**src/rtl/sdr_seq_pkg.sv**
```systemverilog
package sdr_seq_pkg;

    // width of every programmable wait field
    localparam int WF_W = 2;

    typedef logic [WF_W-1:0] wfield_t;

    typedef struct packed {
        wfield_t rcd;   // activate to column command
        wfield_t cas;   // latency minus one
        wfield_t wrec;  // write recovery before precharge
        wfield_t pre;   // precharge completion
    } seq_cfg_t;

    typedef enum logic [3:0] {
        S_IDLE,
        S_ACT,
        S_RCD,
        S_CMD,
        S_CASW,
        S_CAPT,
        S_GAP,
        S_WREC,
        S_PRE
    } seq_state_t;

    typedef struct packed {
        logic cs_n;
        logic ras_n;
        logic cas_n;
        logic we_n;
    } sdr_cmd_t;

    localparam sdr_cmd_t CMD_DESL = '{cs_n: 1'b1, ras_n: 1'b1, cas_n: 1'b1, we_n: 1'b1};
    localparam sdr_cmd_t CMD_ACTV = '{cs_n: 1'b0, ras_n: 1'b0, cas_n: 1'b1, we_n: 1'b1};
    localparam sdr_cmd_t CMD_RDAP = '{cs_n: 1'b0, ras_n: 1'b1, cas_n: 1'b0, we_n: 1'b1};
    localparam sdr_cmd_t CMD_WRAP = '{cs_n: 1'b0, ras_n: 1'b1, cas_n: 1'b0, we_n: 1'b0};

    // activate-to-command: code is the cycle count
    function automatic wfield_t rcd_waits(input wfield_t code);
        return code;
    endfunction

    // CAS latency is code+1, the command itself covers one cycle
    function automatic wfield_t cas_waits(input wfield_t code);
        return code;
    endfunction

    function automatic wfield_t wrec_waits(input wfield_t code);
        return code;
    endfunction

    function automatic wfield_t pre_waits(input wfield_t code);
        return code;
    endfunction

endpackage

```
**src/rtl/sdr_seq_ctrl.sv**
```systemverilog
module sdr_seq_ctrl
    import sdr_seq_pkg::*;
(
    input  logic       clk,
    input  logic       rst,
    input  logic       req,
    input  logic       req_we,
    input  logic       ref_req,
    input  seq_cfg_t   cfg,
    output seq_state_t state,
    output logic       op_we,
    output logic       req_ack,
    output logic       ref_gnt,
    output logic       done,
    output logic       cap_en
);

    seq_state_t st_q, st_d;
    wfield_t    cnt_q, cnt_d;
    logic       we_q, we_d;
    logic       done_q;
    logic       take;

    wfield_t n_rcd, n_cas, n_wr, n_pre;

    assign n_rcd = rcd_waits(cfg.rcd);
    assign n_cas = cas_waits(cfg.cas);
    assign n_wr  = wrec_waits(cfg.wrec);
    assign n_pre = pre_waits(cfg.pre);

    // refresh wins over a host request arriving in the same idle cycle
    assign take    = (st_q == S_IDLE) && req && !ref_req;
    assign req_ack = take;
    assign ref_gnt = (st_q == S_IDLE) && ref_req;

    always_comb begin
        st_d  = st_q;
        cnt_d = cnt_q;
        we_d  = we_q;
        case (st_q)
            S_IDLE: begin
                if (take) begin
                    st_d = S_ACT;
                    we_d = req_we;
                end
            end
            S_ACT: begin
                if (n_rcd != '0) begin
                    st_d  = S_RCD;
                    cnt_d = n_rcd;
                end else begin
                    st_d = S_CMD;
                end
            end
            S_RCD: begin
                if (cnt_q == wfield_t'(1)) st_d = S_CMD;
                else                       cnt_d = cnt_q - wfield_t'(1);
            end
            S_CMD: begin
                if (we_q) begin
                    if (n_wr != '0) begin
                        st_d  = S_WREC;
                        cnt_d = n_wr;
                    end else if (n_pre != '0) begin
                        st_d  = S_PRE;
                        cnt_d = n_pre;
                    end else begin
                        st_d = S_IDLE;
                    end
                end else if (n_cas != '0) begin
                    st_d  = S_CASW;
                    cnt_d = n_cas;
                end else begin
                    st_d = S_CAPT;
                end
            end
            S_CASW: begin
                if (cnt_q == wfield_t'(1)) st_d = S_CAPT;
                else                       cnt_d = cnt_q - wfield_t'(1);
            end
            S_CAPT: st_d = S_GAP;
            S_GAP: begin
                if (n_pre != '0) begin
                    st_d  = S_PRE;
                    cnt_d = n_pre;
                end else begin
                    st_d = S_IDLE;
                end
            end
            S_WREC: begin
                if (cnt_q != wfield_t'(1)) begin
                    cnt_d = cnt_q - wfield_t'(1);
                end else if (n_pre != '0) begin
                    st_d  = S_PRE;
                    cnt_d = n_pre;
                end else begin
                    st_d = S_IDLE;
                end
            end
            S_PRE: begin
                if (cnt_q == wfield_t'(1)) st_d = S_IDLE;
                else                       cnt_d = cnt_q - wfield_t'(1);
            end
            default: st_d = S_IDLE;
        endcase
    end

    always_ff @(posedge clk) begin
        if (rst) begin
            st_q   <= S_IDLE;
            cnt_q  <= '0;
            we_q   <= 1'b0;
            done_q <= 1'b0;
        end else begin
            st_q   <= st_d;
            cnt_q  <= cnt_d;
            we_q   <= we_d;
            done_q <= (st_q == S_CAPT) || ((st_q == S_CMD) && we_q);
        end
    end

    assign state  = st_q;
    assign op_we  = we_q;
    assign done   = done_q;
    assign cap_en = (st_q == S_CAPT);

endmodule

```
**src/rtl/sdr_addr_map.sv**
```systemverilog
module sdr_addr_map #(
    parameter int ADDR_W  = 26,
    parameter int ROW_W   = 13,
    parameter int COL_W   = 9,
    parameter int BANK_W  = 2,
    parameter int SA_W    = 13,
    parameter int AP_BIT  = 10,
    parameter int BYTE_SH = 2
) (
    input  logic [ADDR_W-1:0] addr,
    output logic [SA_W-1:0]   row_sa,
    output logic [SA_W-1:0]   col_sa,
    output logic [BANK_W-1:0] bank
);

    localparam int COL_LO  = BYTE_SH;
    localparam int ROW_LO  = COL_LO + COL_W;
    localparam int BANK_LO = ROW_LO + ROW_W;

    assign bank = addr[BANK_LO +: BANK_W];

    for (genvar i = 0; i < SA_W; i++) begin : g_pin
        // row phase: straight mapping, unused upper pins low
        if (i < ROW_W) begin : g_row
            assign row_sa[i] = addr[ROW_LO + i];
        end else begin : g_row_pad
            assign row_sa[i] = 1'b0;
        end

        // column phase: the precharge pin is skipped and held high
        if (i == AP_BIT) begin : g_ap
            assign col_sa[i] = 1'b1;
        end else if ((i < AP_BIT) && (i < COL_W)) begin : g_col_lo
            assign col_sa[i] = addr[COL_LO + i];
        end else if ((i > AP_BIT) && (i - 1 < COL_W)) begin : g_col_hi
            assign col_sa[i] = addr[COL_LO + i - 1];
        end else begin : g_col_pad
            assign col_sa[i] = 1'b0;
        end
    end

endmodule

```
**src/rtl/sdr_pin_drive.sv**
```systemverilog
module sdr_pin_drive
    import sdr_seq_pkg::*;
#(
    parameter int DATA_W = 32,
    parameter int BE_W   = 4,
    parameter int SA_W   = 13
) (
    input  seq_state_t        state,
    input  logic              op_we,
    input  logic [SA_W-1:0]   row_sa,
    input  logic [SA_W-1:0]   col_sa,
    input  logic [BE_W-1:0]   be,
    input  logic [DATA_W-1:0] wdata,
    output sdr_cmd_t          cmd,
    output logic [SA_W-1:0]   sa,
    output logic [BE_W-1:0]   dqm,
    output logic [DATA_W-1:0] dq_out,
    output logic              dq_oe
);

    logic in_act, in_cmd, wr_beat;

    assign in_act  = (state == S_ACT);
    assign in_cmd  = (state == S_CMD);
    assign wr_beat = in_cmd && op_we;

    always_comb begin
        cmd = CMD_DESL;
        sa  = '0;
        if (in_act) begin
            cmd = CMD_ACTV;
            sa  = row_sa;
        end else if (in_cmd) begin
            cmd = op_we ? CMD_WRAP : CMD_RDAP;
            sa  = col_sa;
        end
    end

    assign dqm    = wr_beat ? ~be : '1;
    assign dq_oe  = wr_beat;
    assign dq_out = wdata;

endmodule

```
**src/rtl/sdr_access_seq.sv**
```systemverilog
module sdr_access_seq
    import sdr_seq_pkg::*;
#(
    parameter int DATA_W = 32,
    parameter int ADDR_W = 26,
    parameter int ROW_W  = 13,
    parameter int COL_W  = 9,
    parameter int BANK_W = 2,
    parameter int SA_W   = 13,
    parameter int AP_BIT = 10
) (
    input  logic                  clk,
    input  logic                  rst,
    input  logic [WF_W-1:0]       cfg_rcd,
    input  logic [WF_W-1:0]       cfg_cas,
    input  logic [WF_W-1:0]       cfg_wrec,
    input  logic [WF_W-1:0]       cfg_pre,
    input  logic                  req,
    input  logic                  req_we,
    input  logic [ADDR_W-1:0]     req_addr,
    input  logic [DATA_W-1:0]     req_wdata,
    input  logic [DATA_W/8-1:0]   req_be,
    output logic                  req_ack,
    output logic                  done,
    output logic [DATA_W-1:0]     rd_data,
    input  logic                  ref_req,
    output logic                  ref_gnt,
    output logic                  sd_cs_n,
    output logic                  sd_ras_n,
    output logic                  sd_cas_n,
    output logic                  sd_we_n,
    output logic [SA_W-1:0]       sd_a,
    output logic [BANK_W-1:0]     sd_ba,
    output logic [DATA_W/8-1:0]   sd_dqm,
    output logic [DATA_W-1:0]     sd_dq_out,
    output logic                  sd_dq_oe,
    input  logic [DATA_W-1:0]     sd_dq_in
);

    localparam int BE_W    = DATA_W / 8;
    localparam int BYTE_SH = $clog2(BE_W);

    seq_cfg_t   cfg;
    seq_state_t state;
    logic       op_we, cap_en;
    sdr_cmd_t   cmd;

    logic [ADDR_W-1:0] addr_q;
    logic [DATA_W-1:0] wdata_q;
    logic [BE_W-1:0]   be_q;
    logic [DATA_W-1:0] rdat_q;
    logic [SA_W-1:0]   row_sa, col_sa;

    assign cfg = '{rcd: cfg_rcd, cas: cfg_cas, wrec: cfg_wrec, pre: cfg_pre};

    sdr_seq_ctrl u_ctrl (
        .clk     (clk),
        .rst     (rst),
        .req     (req),
        .req_we  (req_we),
        .ref_req (ref_req),
        .cfg     (cfg),
        .state   (state),
        .op_we   (op_we),
        .req_ack (req_ack),
        .ref_gnt (ref_gnt),
        .done    (done),
        .cap_en  (cap_en)
    );

    // request fields are held from acceptance to the end of the access
    always_ff @(posedge clk) begin
        if (rst) begin
            addr_q  <= '0;
            wdata_q <= '0;
            be_q    <= '0;
            rdat_q  <= '0;
        end else begin
            if (req_ack) begin
                addr_q  <= req_addr;
                wdata_q <= req_wdata;
                be_q    <= req_be;
            end
            if (cap_en) rdat_q <= sd_dq_in;
        end
    end

    sdr_addr_map #(
        .ADDR_W  (ADDR_W),
        .ROW_W   (ROW_W),
        .COL_W   (COL_W),
        .BANK_W  (BANK_W),
        .SA_W    (SA_W),
        .AP_BIT  (AP_BIT),
        .BYTE_SH (BYTE_SH)
    ) u_map (
        .addr   (addr_q),
        .row_sa (row_sa),
        .col_sa (col_sa),
        .bank   (sd_ba)
    );

    sdr_pin_drive #(
        .DATA_W (DATA_W),
        .BE_W   (BE_W),
        .SA_W   (SA_W)
    ) u_drv (
        .state  (state),
        .op_we  (op_we),
        .row_sa (row_sa),
        .col_sa (col_sa),
        .be     (be_q),
        .wdata  (wdata_q),
        .cmd    (cmd),
        .sa     (sd_a),
        .dqm    (sd_dqm),
        .dq_out (sd_dq_out),
        .dq_oe  (sd_dq_oe)
    );

    assign sd_cs_n  = cmd.cs_n;
    assign sd_ras_n = cmd.ras_n;
    assign sd_cas_n = cmd.cas_n;
    assign sd_we_n  = cmd.we_n;
    assign rd_data  = rdat_q;

endmodule

```
**config.mk**
```make
export PLATFORM = sky130hd
export DESIGN_NAME = sdr_access_seq
export DESIGN_NICKNAME = d
export VERILOG_FILES = /design/src/rtl/sdr_seq_pkg.sv /design/src/rtl/sdr_seq_ctrl.sv /design/src/rtl/sdr_addr_map.sv /design/src/rtl/sdr_pin_drive.sv /design/src/rtl/sdr_access_seq.sv
export SDC_FILE = /design/constraint.sdc
export NUM_CORES = 1
export LEC_CHECK = 0
export BUFFER_PORTS_ARGS = -buffer_cell sky130_fd_sc_hd__buf_4
export CAP_MARGIN = 20
export CORE_MARGIN = 2
export CORE_UTILIZATION = 30
export CTS_CLUSTER_SIZE = 8
export DETAILED_ROUTE_END_ITERATION = 12
export PLACE_DENSITY = 0.64
export RECOVER_POWER = 100
export SETUP_SLACK_MARGIN = 0.5
export SLEW_MARGIN = 20
export SYNTH_ARGS = -nofsm -noshare
export SYNTH_HDL_FRONTEND = slang
export SYNTH_HIERARCHICAL = 1
export SYNTH_SLANG_ARGS = --single-unit
```
**constraint.sdc**
```tcl
create_clock -name clk -period 5.3 [get_ports clk]
set_clock_uncertainty 0.05 [all_clocks]
set_input_delay 1.59 -clock clk [delete_from_list [all_inputs] [get_ports clk]]
set_output_delay 1.59 -clock clk [all_outputs]
set_load 0.005 [all_outputs]
```
==> summary.txt <==
Run status
  – Status: finished with violations
  – Failing checks: capacitance limit, slew limit

Place
  – Post-place setup slack: 1440 ps
  – Area post-placement: 5900 um2
  – IO buf count: 195
  – Inst Count DP: 827
  – RePlAce Congestion: 0.856
  – Post-detail-place hpwl: 8650 um

Global route
  – First-pass GRT wire length: 18800 um
  – GRT Total Usage: 13.5%
  – Gr ovfl total: 0
  – Largest net degree at the start of global routing: 102
  – Vias in the first global route: 3763
  – Initial antenna violation count: 0

Timing
  – Unrepaired setup endpoints after global routing: false
  – Fmax: 256 MHz
  – Final worst-path cycle share: 73.8%
  – Measured slew at the worst slew-check pin: 2040 ps
  – Slew Viols, Final: 164
  – Setup WS post-layout: 1390 ps
  – Finish-stage setup viols: 0
  – Final setup TNS: 0 ps
  – Min cycle time layout: 3910 ps
  – Max-slew headroom: -36.1%
  – Min Hold Slack: 441 ps
  – Final Hold Vio Count: 0

Logic synthesis
  – Mapped Avg Cell Area: 9.61 um2
  – Mapped Cells: 505
  – Ys Warns: 6
  – Synth Cell Area: 4850 um2

Pwr
  – Pwr/cell area: 338 nW/um2
  – Total power: 2.07 mW
  – Max VDD drop: 0.178 mV
  – Leak: 2.48 nW

Drt
  – Met3 wire length: 989 um
  – Via count: 3805
  – Drt via density: 4.51
  – First-pass DRT Iterations: 4
  – Avg WL per Cell: 14.0 um
  – Post-Route WL: 11800 um
  – Detail Route Antenna Nets: 0
  – Metal-1 WL: 4920 um
  – Top routing layer in use: met4
  – Initial DRC count: 200
  – Met2 routed WL: 5690 um
  – Residual DRC: 0

Flow run
  – Max-capacitance violation count: 2

Worst setup path
  – Worst R2R Setup Slack: 2010 ps
  – CP required: 5390 ps
  – CP Capture Type: flip-flop
  – Worst-path maximum fanout: 61
  – WS Path Type: primary input to flip-flop
  – CP Launch Type: primary input
  – Crit path DAT: 4000 ps

Die
  – Die X: 131 um
  – Starting Density: 30.7%
  – IO Count: 198
  – Core outline area: 15800 um2
  – Die H: 131 um
  – Die area: 17200 um2
  – Cell Rows: 46

Clocking
  – CTS tree: done
  – CTS Buffer Depth: 2
  – Worst-Skew Late Latency: 340 ps
  – TritonCTS buffer count: 9
  – Post-CTS Hold Fix Bufs: 0
  – Postcts setup bufs: 0
  – H-tree Lvls: 3
  – Clock root cell: clkbuf_16
  – Post-CTS resize count: 0
  – CTS sink cnt: 100
  – Clock slew seen by the registers of the worst setup and hold paths: 70 ps

Final layout
  – Commonest non-fill, non-tap cells in the layout: nor2_1, mux2i_1, buf_4
  – Ant. Diodes: 0
  – Area grow syn2layout: 26.1%
  – Layout Utilization: 38.6%
  – Most common cell after layout, fill and taps aside: nor2_1
  – Layout cells sized above 1: 33.3%
  – Layout net count: 730
  – Final std cell area, no fill: 6120 um2
  – Layout Cells excl Fill: 843

Worst hold path
  – Worst Hold Class: flip-flop to flip-flop
## flip-flops by register name, summed over array words and instances (netlist names)
register      count
u_ctrl/done       1
u_ctrl/op_we      1
rd_data          32
wdata_q          32
u_ctrl/state      4
u_ctrl/cnt_q      2
be_q              4
addr_q           24
## critical path, stage by stage
cell and delay, ps:
clkbuf_4 110, nor2b_1 180, and3_2 220, clkbuf_2 1450, mux2i_1 340, nor2_1 80
## final cells by class
| cell class | count | area (um2) |
|---|---|---|
| repair buffers | 197 | 1400 |
| well taps | 216 | 270 |
| flip-flops and latches | 100 | 2000 |
| clock buffers | 11 | 243 |
| clock inverters | 5 | 57.6 |
| multi-input cells | 306 | 2110 |
| fillers | 1588 | 9710 |
| inverters | 8 | 30.0 |
## power by group
| part | switching, mW | internal (mW) |
|---|---|---|
| combinational | 0.242 | 0.272 |
| sequential | 0.0670 | 0.814 |
| clock | 0.291 | 0.381 |
## layer usage
layer,track usage [%],vias up
met5,0,-
met4,6.10,0
met3,4.59,19
met2,22.9,164
li1,-,1868
met1,15.3,1754
## path summary, 6_finish.rpt
kind / startpoint / endpoint / cells past startpoint
worst min-delay path: wdata_q[10] / wdata_q[10] / 2
worst max register to register: u_ctrl/state[2] / wdata_q[9] / 5
worst min register to register: wdata_q[10] / wdata_q[10] / 2
worst max-delay path: ref_req / wdata_q[9] / 6
Note: power is estimated with default switching activity, not from simulation.
